==> config.mk <==
export PLATFORM = sky130hd
export DESIGN_NAME = ifetch_xlate
export DESIGN_NICKNAME = d
export VERILOG_FILES = /design/src/rtl/ifx_pkg.sv /design/src/rtl/ifx_datapath.sv /design/src/rtl/ifx_control.sv /design/src/rtl/ifetch_xlate.sv
export SDC_FILE = /design/constraint.sdc
export NUM_CORES = 1
export LEC_CHECK = 0
export ABC_AREA = 1
export BUFFER_PORTS_ARGS = -buffer_cell sky130_fd_sc_hd__buf_2
export CAP_MARGIN = 10
export CORE_MARGIN = 10
export CORE_UTILIZATION = 45
export CTS_BUF_LIST = sky130_fd_sc_hd__clkbuf_4 sky130_fd_sc_hd__clkbuf_8 sky130_fd_sc_hd__clkbuf_16
export DETAILED_ROUTE_END_ITERATION = 10
export PLACE_DENSITY = 0.81
export SETUP_SLACK_MARGIN = 0.3
export SLEW_MARGIN = 15
export SYNTH_ARGS = -nofsm -noshare
export SYNTH_HDL_FRONTEND = slang
export SYNTH_SLANG_ARGS = --single-unit
export TNS_END_PERCENT = 100
==> constraint.sdc <==
create_clock -name clk -period 3 [get_ports clk]
set_clock_uncertainty 0.2 [all_clocks]
set_input_delay 0.6 -clock clk [delete_from_list [all_inputs] [get_ports clk]]
set_output_delay 0.6 -clock clk [all_outputs]
set_load 0.02 [all_outputs]
==> src/rtl/ifx_pkg.sv <==
package ifx_pkg;

  typedef enum logic [2:0] {
    FLT_NONE  = 3'd0,
    FLT_ACV   = 3'd1,
    FLT_MISS  = 3'd2,
    FLT_MCHK  = 3'd3,
    FLT_UNIMP = 3'd4
  } fault_e;

  typedef enum logic [1:0] {
    SRC_PAL   = 2'd0,
    SRC_PHYS  = 2'd1,
    SRC_SUPER = 2'd2,
    SRC_TLB   = 2'd3
  } src_e;

  typedef struct packed {
    logic load;
    src_e src;
  } dpStrobe_t;

endpackage

==> src/rtl/ifx_datapath.sv <==
module ifx_datapath
  import ifx_pkg::*;
#(
  parameter int VA_W      = 64,
  parameter int PA_W      = 44,
  parameter int PAGE_BITS = 13,
  parameter int SEXT_BIT  = 40,
  parameter int UNC_BIT   = 43,
  parameter int IPR_LO    = 28,
  localparam int PPN_W    = PA_W - PAGE_BITS
) (
  input  logic             clk,
  input  logic             rstN,
  input  logic [VA_W-1:0]  fetchPc,
  input  logic [PPN_W-1:0] tlbPpn,
  input  dpStrobe_t        strobe,
  input  logic             dropAddr,
  output logic             outOfRange,
  output logic             uncBit,
  output logic             iprHit,
  output logic [PA_W-1:0]  physAddr
);

  localparam int TOP_W = PA_W - SEXT_BIT;

  logic [PA_W-1:0] palPa, physPa, superPa, tlbPa, candPa;

  always_comb begin
    palPa   = {fetchPc[PA_W-1:2], 2'b00};
    physPa  = fetchPc[PA_W-1:0];
    superPa = fetchPc[PA_W-1:0];
    superPa[PA_W-1:SEXT_BIT] = fetchPc[SEXT_BIT] ? {TOP_W{1'b1}} : {TOP_W{1'b0}};
    tlbPa   = {tlbPpn, fetchPc[PAGE_BITS-1:2], 2'b00};
    unique case (strobe.src)
      SRC_PAL:   candPa = palPa;
      SRC_PHYS:  candPa = physPa;
      SRC_SUPER: candPa = superPa;
      default:   candPa = tlbPa;
    endcase
  end

  assign outOfRange = |fetchPc[VA_W-1:PA_W];
  assign uncBit     = candPa[UNC_BIT];
  assign iprHit     = &candPa[PA_W-1:IPR_LO];

  always_ff @(posedge clk) begin
    if (!rstN) physAddr <= '0;
    else if (strobe.load) physAddr <= dropAddr ? '0 : candPa;
  end

endmodule

==> src/rtl/ifx_control.sv <==
module ifx_control
  import ifx_pkg::*;
#(
  parameter int VA_W    = 64,
  parameter int VA_IMPL = 48,
  parameter int SP_LO   = 41,
  parameter logic [VA_IMPL-SP_LO-1:0] SP_TAG = 7'h7E,
  parameter int MODE_W  = 2,
  localparam int EN_W   = 1 << MODE_W,
  localparam int HI_W   = VA_W - VA_IMPL + 1
) (
  input  logic              clk,
  input  logic              rstN,
  input  logic              reqValid,
  input  logic [VA_W-1:0]   fetchPc,
  input  logic              physMode,
  input  logic [MODE_W-1:0] curMode,
  input  logic              tlbHit,
  input  logic [EN_W-1:0]   tlbReadEn,
  input  logic              outOfRange,
  input  logic              uncBit,
  input  logic              iprHit,
  output dpStrobe_t         strobe,
  output logic              dropAddr,
  output logic              rspValid,
  output logic              uncached,
  output logic [2:0]        fault
);

  logic [HI_W-1:0] vaHigh;
  logic   canonical, superHit, isPal, cacheCheck;
  src_e   srcSel;
  fault_e pathFault, faultNext;

  assign vaHigh    = fetchPc[VA_W-1:VA_IMPL-1];
  assign canonical = (&vaHigh) | ~(|vaHigh);
  assign superHit  = fetchPc[VA_IMPL-1:SP_LO] == SP_TAG;
  assign isPal     = fetchPc[0];

  always_comb begin
    srcSel     = SRC_TLB;
    pathFault  = FLT_NONE;
    cacheCheck = 1'b1;
    if (isPal) begin
      srcSel     = SRC_PAL;
      cacheCheck = 1'b0;
    end else if (physMode) begin
      srcSel = SRC_PHYS;
      if (outOfRange) pathFault = FLT_MCHK;
    end else if (!canonical) begin
      pathFault = FLT_ACV;
    end else if (superHit) begin
      srcSel = SRC_SUPER;
      if (curMode != '0) pathFault = FLT_ACV;
    end else if (!tlbHit) begin
      pathFault = FLT_MISS;
    end else if (!tlbReadEn[curMode]) begin
      pathFault = FLT_ACV;
    end
    faultNext = pathFault;
    if (pathFault == FLT_NONE && cacheCheck && uncBit && iprHit) faultNext = FLT_UNIMP;
  end

  assign strobe   = '{load: reqValid, src: srcSel};
  assign dropAddr = faultNext != FLT_NONE;

  always_ff @(posedge clk) begin
    if (!rstN) begin
      rspValid <= 1'b0;
      uncached <= 1'b0;
      fault    <= FLT_NONE;
    end else begin
      rspValid <= reqValid;
      if (reqValid) begin
        fault    <= faultNext;
        uncached <= cacheCheck && uncBit && faultNext == FLT_NONE;
      end
    end
  end

endmodule

==> src/rtl/ifetch_xlate.sv <==
module ifetch_xlate
  import ifx_pkg::*;
#(
  parameter int VA_W      = 64,
  parameter int VA_IMPL   = 48,
  parameter int PA_W      = 44,
  parameter int PAGE_BITS = 13,
  parameter int MODE_W    = 2,
  localparam int PPN_W    = PA_W - PAGE_BITS,
  localparam int EN_W     = 1 << MODE_W
) (
  input  logic              clk,
  input  logic              rstN,
  input  logic              reqValid,
  input  logic [VA_W-1:0]   fetchPc,
  input  logic              physMode,
  input  logic [MODE_W-1:0] curMode,
  input  logic              tlbHit,
  input  logic [PPN_W-1:0]  tlbPpn,
  input  logic [EN_W-1:0]   tlbReadEn,
  output logic              rspValid,
  output logic [PA_W-1:0]   physAddr,
  output logic              uncached,
  output logic [2:0]        fault
);

  dpStrobe_t strobe;
  logic dropAddr, outOfRange, uncBit, iprHit;

  ifx_control #(.VA_W(VA_W), .VA_IMPL(VA_IMPL), .MODE_W(MODE_W)) u_ctrl (
    .clk(clk), .rstN(rstN), .reqValid(reqValid), .fetchPc(fetchPc),
    .physMode(physMode), .curMode(curMode), .tlbHit(tlbHit),
    .tlbReadEn(tlbReadEn), .outOfRange(outOfRange), .uncBit(uncBit),
    .iprHit(iprHit), .strobe(strobe), .dropAddr(dropAddr),
    .rspValid(rspValid), .uncached(uncached), .fault(fault)
  );

  ifx_datapath #(.VA_W(VA_W), .PA_W(PA_W), .PAGE_BITS(PAGE_BITS)) u_dp (
    .clk(clk), .rstN(rstN), .fetchPc(fetchPc), .tlbPpn(tlbPpn),
    .strobe(strobe), .dropAddr(dropAddr), .outOfRange(outOfRange),
    .uncBit(uncBit), .iprHit(iprHit), .physAddr(physAddr)
  );

endmodule

==> flow_summary.toml, run 1 <==
[floorplan]
top_level_ports = 155
floorplan.die_area_um2 = 9920
fp.dieW_um = 99.6
coreArea_um2 = 6030
initial_utilization_pct = 47.3
fp-row-count = 28
fp.dieH_um = 99.6

[clocking]
clkSlewWorstSetupHoldPaths_ns = 0.08
cts-buffers-inserted = 5
tritoncts = "built"
cts_setup_buffers = 0
clk_latency_ns = 0.28
cts_hold_repair.buffers = 0
clk_root_buffer_cell = "clkbuf_8"
clkSinkCount = 49
clock_tree.buffer_depth = 2
cts_htree_levels = 2

[route]
vias_per_cell = 4.77
dr.first_iter.drc_count = 139
drt_first_pass_iters = 4
detail-route-antenna-nets = 0
routed_wirelength_um = 8940
avgRoutedWirePerCell_um = 13.4
drc_violation_count_after_routing = 0
vias = 3175

[setup_path]
cp_num_buf_inv = 4
critical_path.startpoint = "fetchPc[47]"
crit_path_max_incr_delay_ns = 0.21
critPathMaxFanout = 22
cp_common_cell = "nand2_1"
worst_reg_to_reg_path_cell_count = 2
regToRegSetupSlack_ns = 2.10
worstSetupEndpoint = "u_dp.physAddr[12]$_SDFFE_PN0P_"
worst_setup_path_start_kind = "primary input"
worstSetupEndpointType = "register"
cp_data_required_time_ns = 2.98
worst-setup-path-type = "in -> reg"
worstSetupPathDepth = 18
critical_path.reg2reg.startpoint = "u_ctrl.uncached$_SDFFE_PN0P_"
critPathTopFamily = "simple AND/OR/NAND/NOR gates"
worst-endpoint-arrival_ns = 2.51
crit_path_top_delay_cell = "or2_1"
crit_chain = "buf_2 -> or2_1 -> nor2_1 -> nand3_2 -> nand2_4 -> nand2_8 -> nand2_8 -> inv_2 -> nand2_1 -> nand2_1 -> inv_1 -> nand2_1 -> nor2_2 -> nand3_2 -> nand2_4 -> clkinv_8 -> nand3b_1 -> nand2_1"
r2r_end = "u_ctrl.uncached$_SDFFE_PN0P_"

[synthesis]
yosysTopAreaCell = "dfxtp_1"
post_synth_instance_area_um2 = 2850
synth_top_area_share_pct = 34.4
ys_warn_count = 0
postSynthAreaPerCell_um2 = 6.43
synth.top_cells.by_area = "dfxtp_1, nand2_1, nor2_1, nand3_2, nand3b_1"
postSynthRegisterBits = 49
synth-seq-area-share_pct = 34.4
synthesis.instances = 443
mappedNetlistNets = 549
yosys.cell_types.count = 26

[layout]
area.growth.synth_to_final_pct = 32.5
finish.cell_count_without_fillers = 665
fraction_of_final_layout_cells_sized_beyond_drive_strength_1_pct = 34.7
mostFrequentLayoutCell = "nand2_1"
final_design_area_no_fill_um2 = 3780
num_antenna_cells = 0
final_nets = 695
layout_common_cells = "nand2_1, buf_2, nor2_1, dfxtp_1, inv_1"

[grt]
global_route.usage.met1_pct = 18.3
grt_overflow_total = 0
grt_busiest_layer = "met2"
pin_count_of_the_biggest_net_entering_global_routing = 46
track_usage_pct = 16.2
initial_antenna_violation_count = 0
first_global_vias = 3054
grtUsageMet2_pct = 29.0
use_met3_pct = 5.54
grt_pass1_wl_um = 13800

[pwr]
p_per_area_nw_per_um2 = 368
peakVddDrop_mv = 0.272
cellLeakagePower_nw = 2.11

[placed_design]
numPlacedInstances = 655
post-place-ws_ns = 0.0492
gpl.final_weighted_congestion = 0.824
detailedPlacementHpwl_um = 6990
place_area_um2 = 3630
port_buffers = 154

[sta]
setup_tns_ns = 0
worst_slack_on_hold_paths_ns = 0.237
finalMaxSlewViolations = 0
worst_max_slew_margin_expressed_relative_to_the_limit_pct = 34.7
max_freq_mhz = 395
worst-slew-pin-transition_ns = 0.978
report.final.hold_viol_count = 0
finalSetupViolCount = 0
period_needed_ns = 2.53
rsz0062_at_grt = "false"
finalWorstSetupSlack_ns = 0.471
min_period_over_period_pct = 84.3

[hold_path]
min-delay-start = "u_dp.physAddr[0]$_SDFFE_PN0P_"
min-delay-path-class = "reg -> reg"

[job]
maxCapViolCount = 0

[status]
outcome = "completed"
## worst reg2reg max path: stages, from the launching register on
cell	delay (ns)
dfxtp_1	0.31
nor3b_1	0.12
o21bai_1	0.16
## through the flow
stage	total power (W)	util, %
after floorplan	0.000889	-
after global placement	0.00101	60.2
after detailed placement	0.00101	60.2
after CTS	0.00140	61.7
after global routing	0.00147	62.7
final	0.00139	62.7
## synth_stat cells, drive strengths merged
cell       n
nand2    168
inv       27
nand3b    21
o21bai     1
clkinv     1
clkbuf    14
a21oi      3
nor2      76
nor3       1
nand4      3
nor3b      1
or2        2
nor2b      1
a2111oi    1
o21ai     21
nand3     44
buf        9
dfxtp     49
## cell type report
type	count	area (um2)
Sequential cell	49	981
Timing Repair Buffer	160	816
Fill cell	611	2250
Timing Repair inverter	1	8.76
Inverter	28	118
Clock buffer	8	91.3
Multi-Input combinational cell	344	1670
Tap cell	75	93.8
## worst min path at each step
stage,to,cells past startpoint
floorplan,u_dp.physAddr[0]$_SDFFE_PN0P_,2
global placement,u_dp.physAddr[0]$_SDFFE_PN0P_,2
detailed placement,u_dp.physAddr[0]$_SDFFE_PN0P_,2
CTS,u_dp.physAddr[0]$_SDFFE_PN0P_,2
global route,u_dp.physAddr[0]$_SDFFE_PN0P_,2
finish,u_dp.physAddr[0]$_SDFFE_PN0P_,2
## layer usage
layer / wire length, um / vias up
met2: 4540 / 77
met3: 571 / 6
li1: - / 1680
met5: 0 / -
met4: 79 / 0
met1: 3750 / 1412
## power by group
part	leakage, nW	internal (W)	switching (W)
Clock	0.0498	0.000193	0.000195
Sequential	0.399	0.000675	0.0000119
Combinational	1.66	0.000125	0.000191
Total	2.11	0.000993	0.000398
## flip-flops by register name (all words and copies together), names as in the netlist
signal,flops
u_dp.physAddr,44
u_ctrl.rspValid,1
u_ctrl.fault,3
u_ctrl.uncached,1
## kinds of logic after synthesis
group,synth area share [%]
buffers and inverters,8.74
DFF,34.4
and+or+nand+nor,52.1
AOI/OAI and AO/OA,4.78
## repair_timing
item	CTS	global route
setup endpoints to repair	0	43
endpoints found under the hold margin	0	0
resized for setup	0	8
No activity file was read; power rests on OpenSTA's default activity.
==> run 2, diff against run 1 <==
- clock period: 3 -> 2.4 ns (I/O delays scaled with it)
==> run 2 against run 1 <==
Net effect:
- flip-flop and latch count stayed put
- worst hold slack worse by 0.00052 ns
- via count is 5.1% higher
- global-route usage is 1.4 points higher
- count of clock-buffer cells in the layout is 3 lower
- non-clock buffer count is 29 higher
- die area stayed put
- register-to-register slack worse by 0.60 ns
- sequential power is 25% higher
- critical path depth is 1 lower
- first-iteration DRC count is 16% lower
==> flow_summary.toml, run 2 (same netlist as run 1, synthesis figures left out) <==
[hold_path]
min-delay-path-class = "reg -> reg"

[sta]
period_needed_ns = 2.35
max_freq_mhz = 425
finalSetupViolCount = 0
worst-slew-pin-transition_ns = 0.942
finalMaxSlewViolations = 0
worst_slack_on_hold_paths_ns = 0.236
report.final.hold_viol_count = 0
min_period_over_period_pct = 97.9
rsz0062_at_grt = "true"
worst_max_slew_margin_expressed_relative_to_the_limit_pct = 37.1

[placed_design]
port_buffers = 154
gpl.final_weighted_congestion = 0.821
detailedPlacementHpwl_um = 7420

[grt]
first_global_vias = 3405
pin_count_of_the_biggest_net_entering_global_routing = 46
initial_antenna_violation_count = 0
grt_pass1_wl_um = 14900
track_usage_pct = 17.6
grt_overflow_total = 0

[layout]
layout_common_cells = "nand2_1, buf_2, nor2_1, dfxtp_1, buf_4"
final_nets = 722
largest-register = "u_dp.physAddr"
mostFrequentLayoutCell = "nand2_1"
fraction_of_final_layout_cells_sized_beyond_drive_strength_1_pct = 38.6
reg_top3 = "u_dp.physAddr: 44 flops, u_ctrl.fault: 3 flops"
area.growth.synth_to_final_pct = 41.9
num_antenna_cells = 0
fillers = 572
layout.core_utilization_pct = 67.1
flip_flop_count_of_the_largest_register_all_copies_and_words_added = 44

[route]
drc_violation_count_after_routing = 0
vias_per_cell = 4.82
drt_first_pass_iters = 5
routed_wirelength_um = 9430
detail-route-antenna-nets = 0
avgRoutedWirePerCell_um = 13.6
dr.first_iter.drc_count = 117
vias = 3337

[setup_path]
regToRegSetupSlack_ns = 1.50
worstSetupEndpointType = "register"
worst-setup-path-type = "in -> reg"
worst-endpoint-arrival_ns = 2.34
cp_data_required_time_ns = 2.39
worst_setup_path_start_kind = "primary input"
critPathMaxFanout = 43

[clocking]
clk_root_buffer_cell = "clkbuf_8"
cts-buffers-inserted = 5
clkSlewWorstSetupHoldPaths_ns = 0.08
cts_htree_levels = 2
clock_tree.buffer_depth = 2
cts_setup_buffers = 0
clk_latency_ns = 0.29
clkSinkCount = 49
tritoncts = "built"

[status]
outcome = "completed"

[job]
maxCapViolCount = 0

[floorplan]
floorplan.die_area_um2 = 9920
initial_utilization_pct = 47.3
fp.dieH_um = 99.6
fp.dieW_um = 99.6
coreArea_um2 = 6030
top_level_ports = 155
fp-row-count = 28

[pwr]
power_w = 0.00177
p_per_area_nw_per_um2 = 437
cellLeakagePower_nw = 2.26
peakVddDrop_mv = 0.328
==> run 2: cell types whose count changed in the layout (fill, tap and decap cells not counted), moves of 2 or more <==
cell      previous run  this run
clkbuf_4             3         0
buf_4                6        32
nor2_2               4         7
buf_6                0         2
nand3_2             21        25
buf_12               0         2
nor2_1              70        68
clkinv_2             0         2
nand3_1             23        19
buf_2              154       152
==> run 2: final cells by class <==
cell class	instances	area (um2)	share of cell area, %
timing repair buffer	189	1090	26.9
inverter	28	118	2.91
multi-input combinational	343	1680	41.5
sequential	49	981	24.2
clock buffer	5	68.8	1.70
clock inverter	3	17.5	0.433
tap	75	93.8	2.32
==> run 2: worst paths after layout <==
kind	startpoint	endpoint	depth (start not counted)
hold reg to reg	u_dp.physAddr[0]$_SDFFE_PN0P_	u_dp.physAddr[0]$_SDFFE_PN0P_	2
setup / recovery	fetchPc[47]	u_dp.physAddr[12]$_SDFFE_PN0P_	17
hold / removal	u_dp.physAddr[0]$_SDFFE_PN0P_	u_dp.physAddr[0]$_SDFFE_PN0P_	2
setup reg to reg	u_ctrl.uncached$_SDFFE_PN0P_	u_ctrl.uncached$_SDFFE_PN0P_	2
==> run 2: metal layers <==
metal / wire [um] / GRT usage, % / vias up
met2: 4860 / 31.8 / 84
met5: 0 / 0 / -
met3: 614 / 5.74 / 11
li1: - / - / 1730
met1: 3840 / 19.3 / 1512
met4: 121 / 4.19 / 0
==> run 2: worst max-delay path, stage by stage <==
cell	delay [ns]
buf_6	0.09
or2_1	0.21
nor2_1	0.11
nand3_2	0.12
nand2_4	0.13
nand2_8	0.09
clkbuf_16	0.17
nand3b_1	0.08
nand2_1	0.08
nor2_1	0.10
nand2_1	0.06
nor2_2	0.12
nand3_2	0.11
nand2_4	0.12
inv_12	0.10
nand3b_1	0.10
nand2_1	0.06
==> run 2: repair_timing <==
| item | 4_1_cts | 5_1_grt |
|---|---|---|
| setup endpoints to repair | 45 | 45 |
| gates resized for setup | 5 | 6 |
| pin swaps | 0 | 1 |
| cloned | 0 | 1 |
| hold buffers | 0 | 0 |
==> run 2: per-stage QoR <==
| step | cells | area (um2) | setup slack, ns | TNS, ns |
|---|---|---|---|---|
| after floorplan | 443 | 2870 | 0.0820 | 0 |
| after global placement | 683 | 3880 | -0.262 | -9.74 |
| after detailed placement | 683 | 3880 | -0.349 | -12.97 |
| after CTS | 691 | 3990 | 0.0788 | 0 |
| after global routing | 692 | 4050 | -0.111 | -2.76 |
| final | 692 | 4050 | 0.0493 | 0 |
==> run 2: report_power, final <==
group / internal (W) / switching (W)
clock: 0.000201 / 0.000259
combinational: 0.000195 / 0.000251
sequential: 0.000843 / 0.0000157
==> run 3, diff against run 2 <==
- ABC_AREA: 1 -> unset
- CORE_UTILIZATION: 45 -> 47
==> run 3 against run 2 <==
Net effect:
- the flow now finishes with violations (negative setup slack)
- combinational power increased by 9.4%
- total power increased by 5.8%
- synthesized area increased by 14%
- critical path type unchanged
- largest cell class unchanged
- highest routed layer unchanged
==> flow_summary.toml, run 3 <==
[sta]
max_freq_mhz = 403
rsz0062_at_grt = "true"
finalMaxSlewViolations = 0
report.final.hold_viol_count = 0
finalWorstSetupSlack_ns = -0.0819
worst_slack_on_hold_paths_ns = 0.228
min_period_over_period_pct = 103
period_needed_ns = 2.48
worst_max_slew_margin_expressed_relative_to_the_limit_pct = 62.4
finalSetupViolCount = 45
worst-slew-pin-transition_ns = 0.565
setup_tns_ns = -2.23

[layout]
area.growth.synth_to_final_pct = 53.9
reg_top3 = "u_dp.physAddr: 44 flops, u_ctrl.fault: 3 flops"
final_nets = 629
fraction_of_final_layout_cells_sized_beyond_drive_strength_1_pct = 54.4
finish.cell_count_without_fillers = 605
fillers = 486
flip_flop_count_of_the_largest_register_all_copies_and_words_added = 44
layout_common_cells = "buf_2, dfxtp_1, buf_4, and3_1, a32oi_1"
largest-register = "u_dp.physAddr"
mostFrequentLayoutCell = "buf_2"

[synthesis]
postSynth.asyncResetShare_pct = 0
mappedNetlistNets = 447
postSynthRegisterBits = 49
yosys.cell_count.top_type = "dfxtp_1"
synth-seq-area-share_pct = 30.2
synth.top_cells.by_area = "dfxtp_1, o41ai_2, a32oi_1, mux2i_1, and3_1"
postSynth.topFlopCell = "dfxtp_1"
yosysTopAreaCell = "dfxtp_1"
synth_top_area_share_pct = 30.2
synthesis.instances = 341
yosys.cell_types.count = 41
number_of_enable_type_register_cells_in_the_synthesized_netlist = 0
postSynthAreaPerCell_um2 = 9.54
top_post_synthesis_cells_by_count = "dfxtp_1, a32oi_1, and3_1"
post_synth_instance_area_um2 = 3250
ys_warn_count = 0

[pwr]
combinationalPowerShare_pct = 26.1
power_report.internal_total_w = 0.00127
switching_share_pct = 31.9
p_per_area_nw_per_um2 = 373
cellLeakagePower_nw = 2.48
p_clk_share_pct = 27.8
power_spent_charging_and_discharging_nets_w = 0.000596
sequentialPowerShare_pct = 46.1
peakVddDrop_mv = 0.313

[hold_path]
min-delay-start = "fetchPc[7]"
min-delay-path-class = "in -> reg"

[setup_path]
worstSetupEndpointType = "register"
critPathTopFamily = "simple AND/OR/NAND/NOR gates"
worst-setup-path-type = "in -> reg"
worst_setup_path_start_kind = "primary input"
critical_path.reg2reg.startpoint = "u_dp.physAddr[16]$_SDFFE_PN0P_"
critPathMaxFanout = 7
cp_data_required_time_ns = 2.39
cp_num_buf_inv = 3
crit_path_top_delay_cell = "a311o_2"
worst-endpoint-arrival_ns = 2.47
crit_path_max_incr_delay_ns = 0.45
crit_chain = "buf_8 -> nand4_1 -> nor4_4 -> nand4_1 -> a311o_2 -> nor4_4 -> buf_6 -> buf_12 -> o41ai_2"
critical_path.startpoint = "fetchPc[47]"

[route]
routed_wirelength_um = 13600
avgRoutedWirePerCell_um = 22.5
dr.first_iter.drc_count = 305
detail-route-antenna-nets = 0
drc_violation_count_after_routing = 0
vias_per_cell = 6.54
vias = 3959
drt_first_pass_iters = 5

[floorplan]
fp.dieH_um = 103
initial_utilization_pct = 48.1
fp.dieW_um = 103
coreArea_um2 = 6760
top_level_ports = 155
floorplan.die_area_um2 = 10600
fp-row-count = 30

[grt]
first_global_vias = 4064
track_usage_pct = 22.9
initial_antenna_violation_count = 0
grt_overflow_total = 0
grt_pass1_wl_um = 19900
pin_count_of_the_biggest_net_entering_global_routing = 49

[status]
outcome = "finished with violations"
failed_checks = "negative setup slack"

[clocking]
clkSlewWorstSetupHoldPaths_ns = 0.10
cts_htree_levels = 2
tritoncts = "built"
cts_hold_repair.buffers = 0
clock_tree.buffer_depth = 2
clk_latency_ns = 0.31
clk_root_buffer_cell = "clkbuf_8"
cts-buffers-inserted = 5
clkSinkCount = 49

[placed_design]
post-place-ws_ns = -0.384
detailedPlacementHpwl_um = 9020
numPlacedInstances = 571
port_buffers = 154
gpl.final_weighted_congestion = 0.889

[job]
maxCapViolCount = 0
==> run 3: cell count changes in the layout (fill, tap and decap cells not counted), sizes merged, moves of 15 or more <==
cell	previous run	this run
nand2	168	21
nor2	76	11
a32oi	0	42
and3	0	40
nand3	44	4
o41ai	0	32
mux2i	0	31
buf	188	213
inv	27	4
nand3b	21	1
o21ai	21	6
==> run 3: power groups by stage <==
stage	clock network, W	registers, W	logic, W
3_5_place_dp	0	0.000878	0.000431
3_3_place_gp	0	0.000877	0.000418
6_report	0.000519	0.000861	0.000488
2_1_floorplan	0	0.000915	0.000182
4_1_cts	0.000523	0.000860	0.000460
5_1_grt	0.000563	0.000864	0.000518
==> run 3: metal layers <==
layer,wire [um],global-route usage [%],vias up
met1,4920,25.5,1912
met5,0,0,-
met3,1050,5.12,54
met4,482,9.52,0
met2,7140,41.0,225
li1,-,-,1768
==> run 3: metrics by stage <==
step           util, %  instance area [um2]  power, W
6_report          74.1                 5010   0.00187
5_1_grt           74.1                 5000   0.00195
4_1_cts           70.7                 4770   0.00184
3_5_place_dp      63.7                 4310   0.00131
3_3_place_gp      63.7                 4310   0.00129
2_1_floorplan        -                 3300   0.00110
==> run 3: worst register-to-register path, delay by kind of cell (launching register included) <==
kind	cells	cell delay (ns)
flip-flops	1	0.33
AO/OA/AOI/OAI	2	0.41
==> run 3: final timing paths <==
| kind | to | slack, ns | depth (start not counted) |
|---|---|---|---|
| max | u_dp.physAddr[22]$_SDFFE_PN0P_ | -0.08 | 9 |
| min | u_dp.physAddr[7]$_SDFFE_PN0P_ | 0.23 | 3 |
| max reg2reg | u_dp.physAddr[16]$_SDFFE_PN0P_ | 1.33 | 2 |
| min reg2reg | u_dp.physAddr[0]$_SDFFE_PN0P_ | 0.27 | 1 |
==> run 3: what timing repair did <==
item / 4_1_cts / 5_1_grt
resized for setup: 30 / 23
endpoints found under the setup margin: 45 / 47
pin swaps: 13 / 24
buffers inserted: 18 / 1
hold endpoints to repair: 0 / 0
cloned: 3 / 3
==> run 3: kinds of logic after synthesis <==
family / after synthesis / synth area share (%)
compound gates: 108 / 32.9
buf+inv: 44 / 7.39
flops: 49 / 30.2
mux: 31 / 9.54
simple gates: 109 / 20.0
==> run 3: cell type report <==
cell class	instances	area, um2	share of cell area [%]
multi-input combinational	248	2320	46.4
timing repair buffer	216	1500	29.9
sequential	49	981	19.6
tap	80	100	2.00
clock buffer	5	68.8	1.37
clock inverter	3	21.3	0.425
inverter	3	11.3	0.225
antenna	1	2.50	0.0500
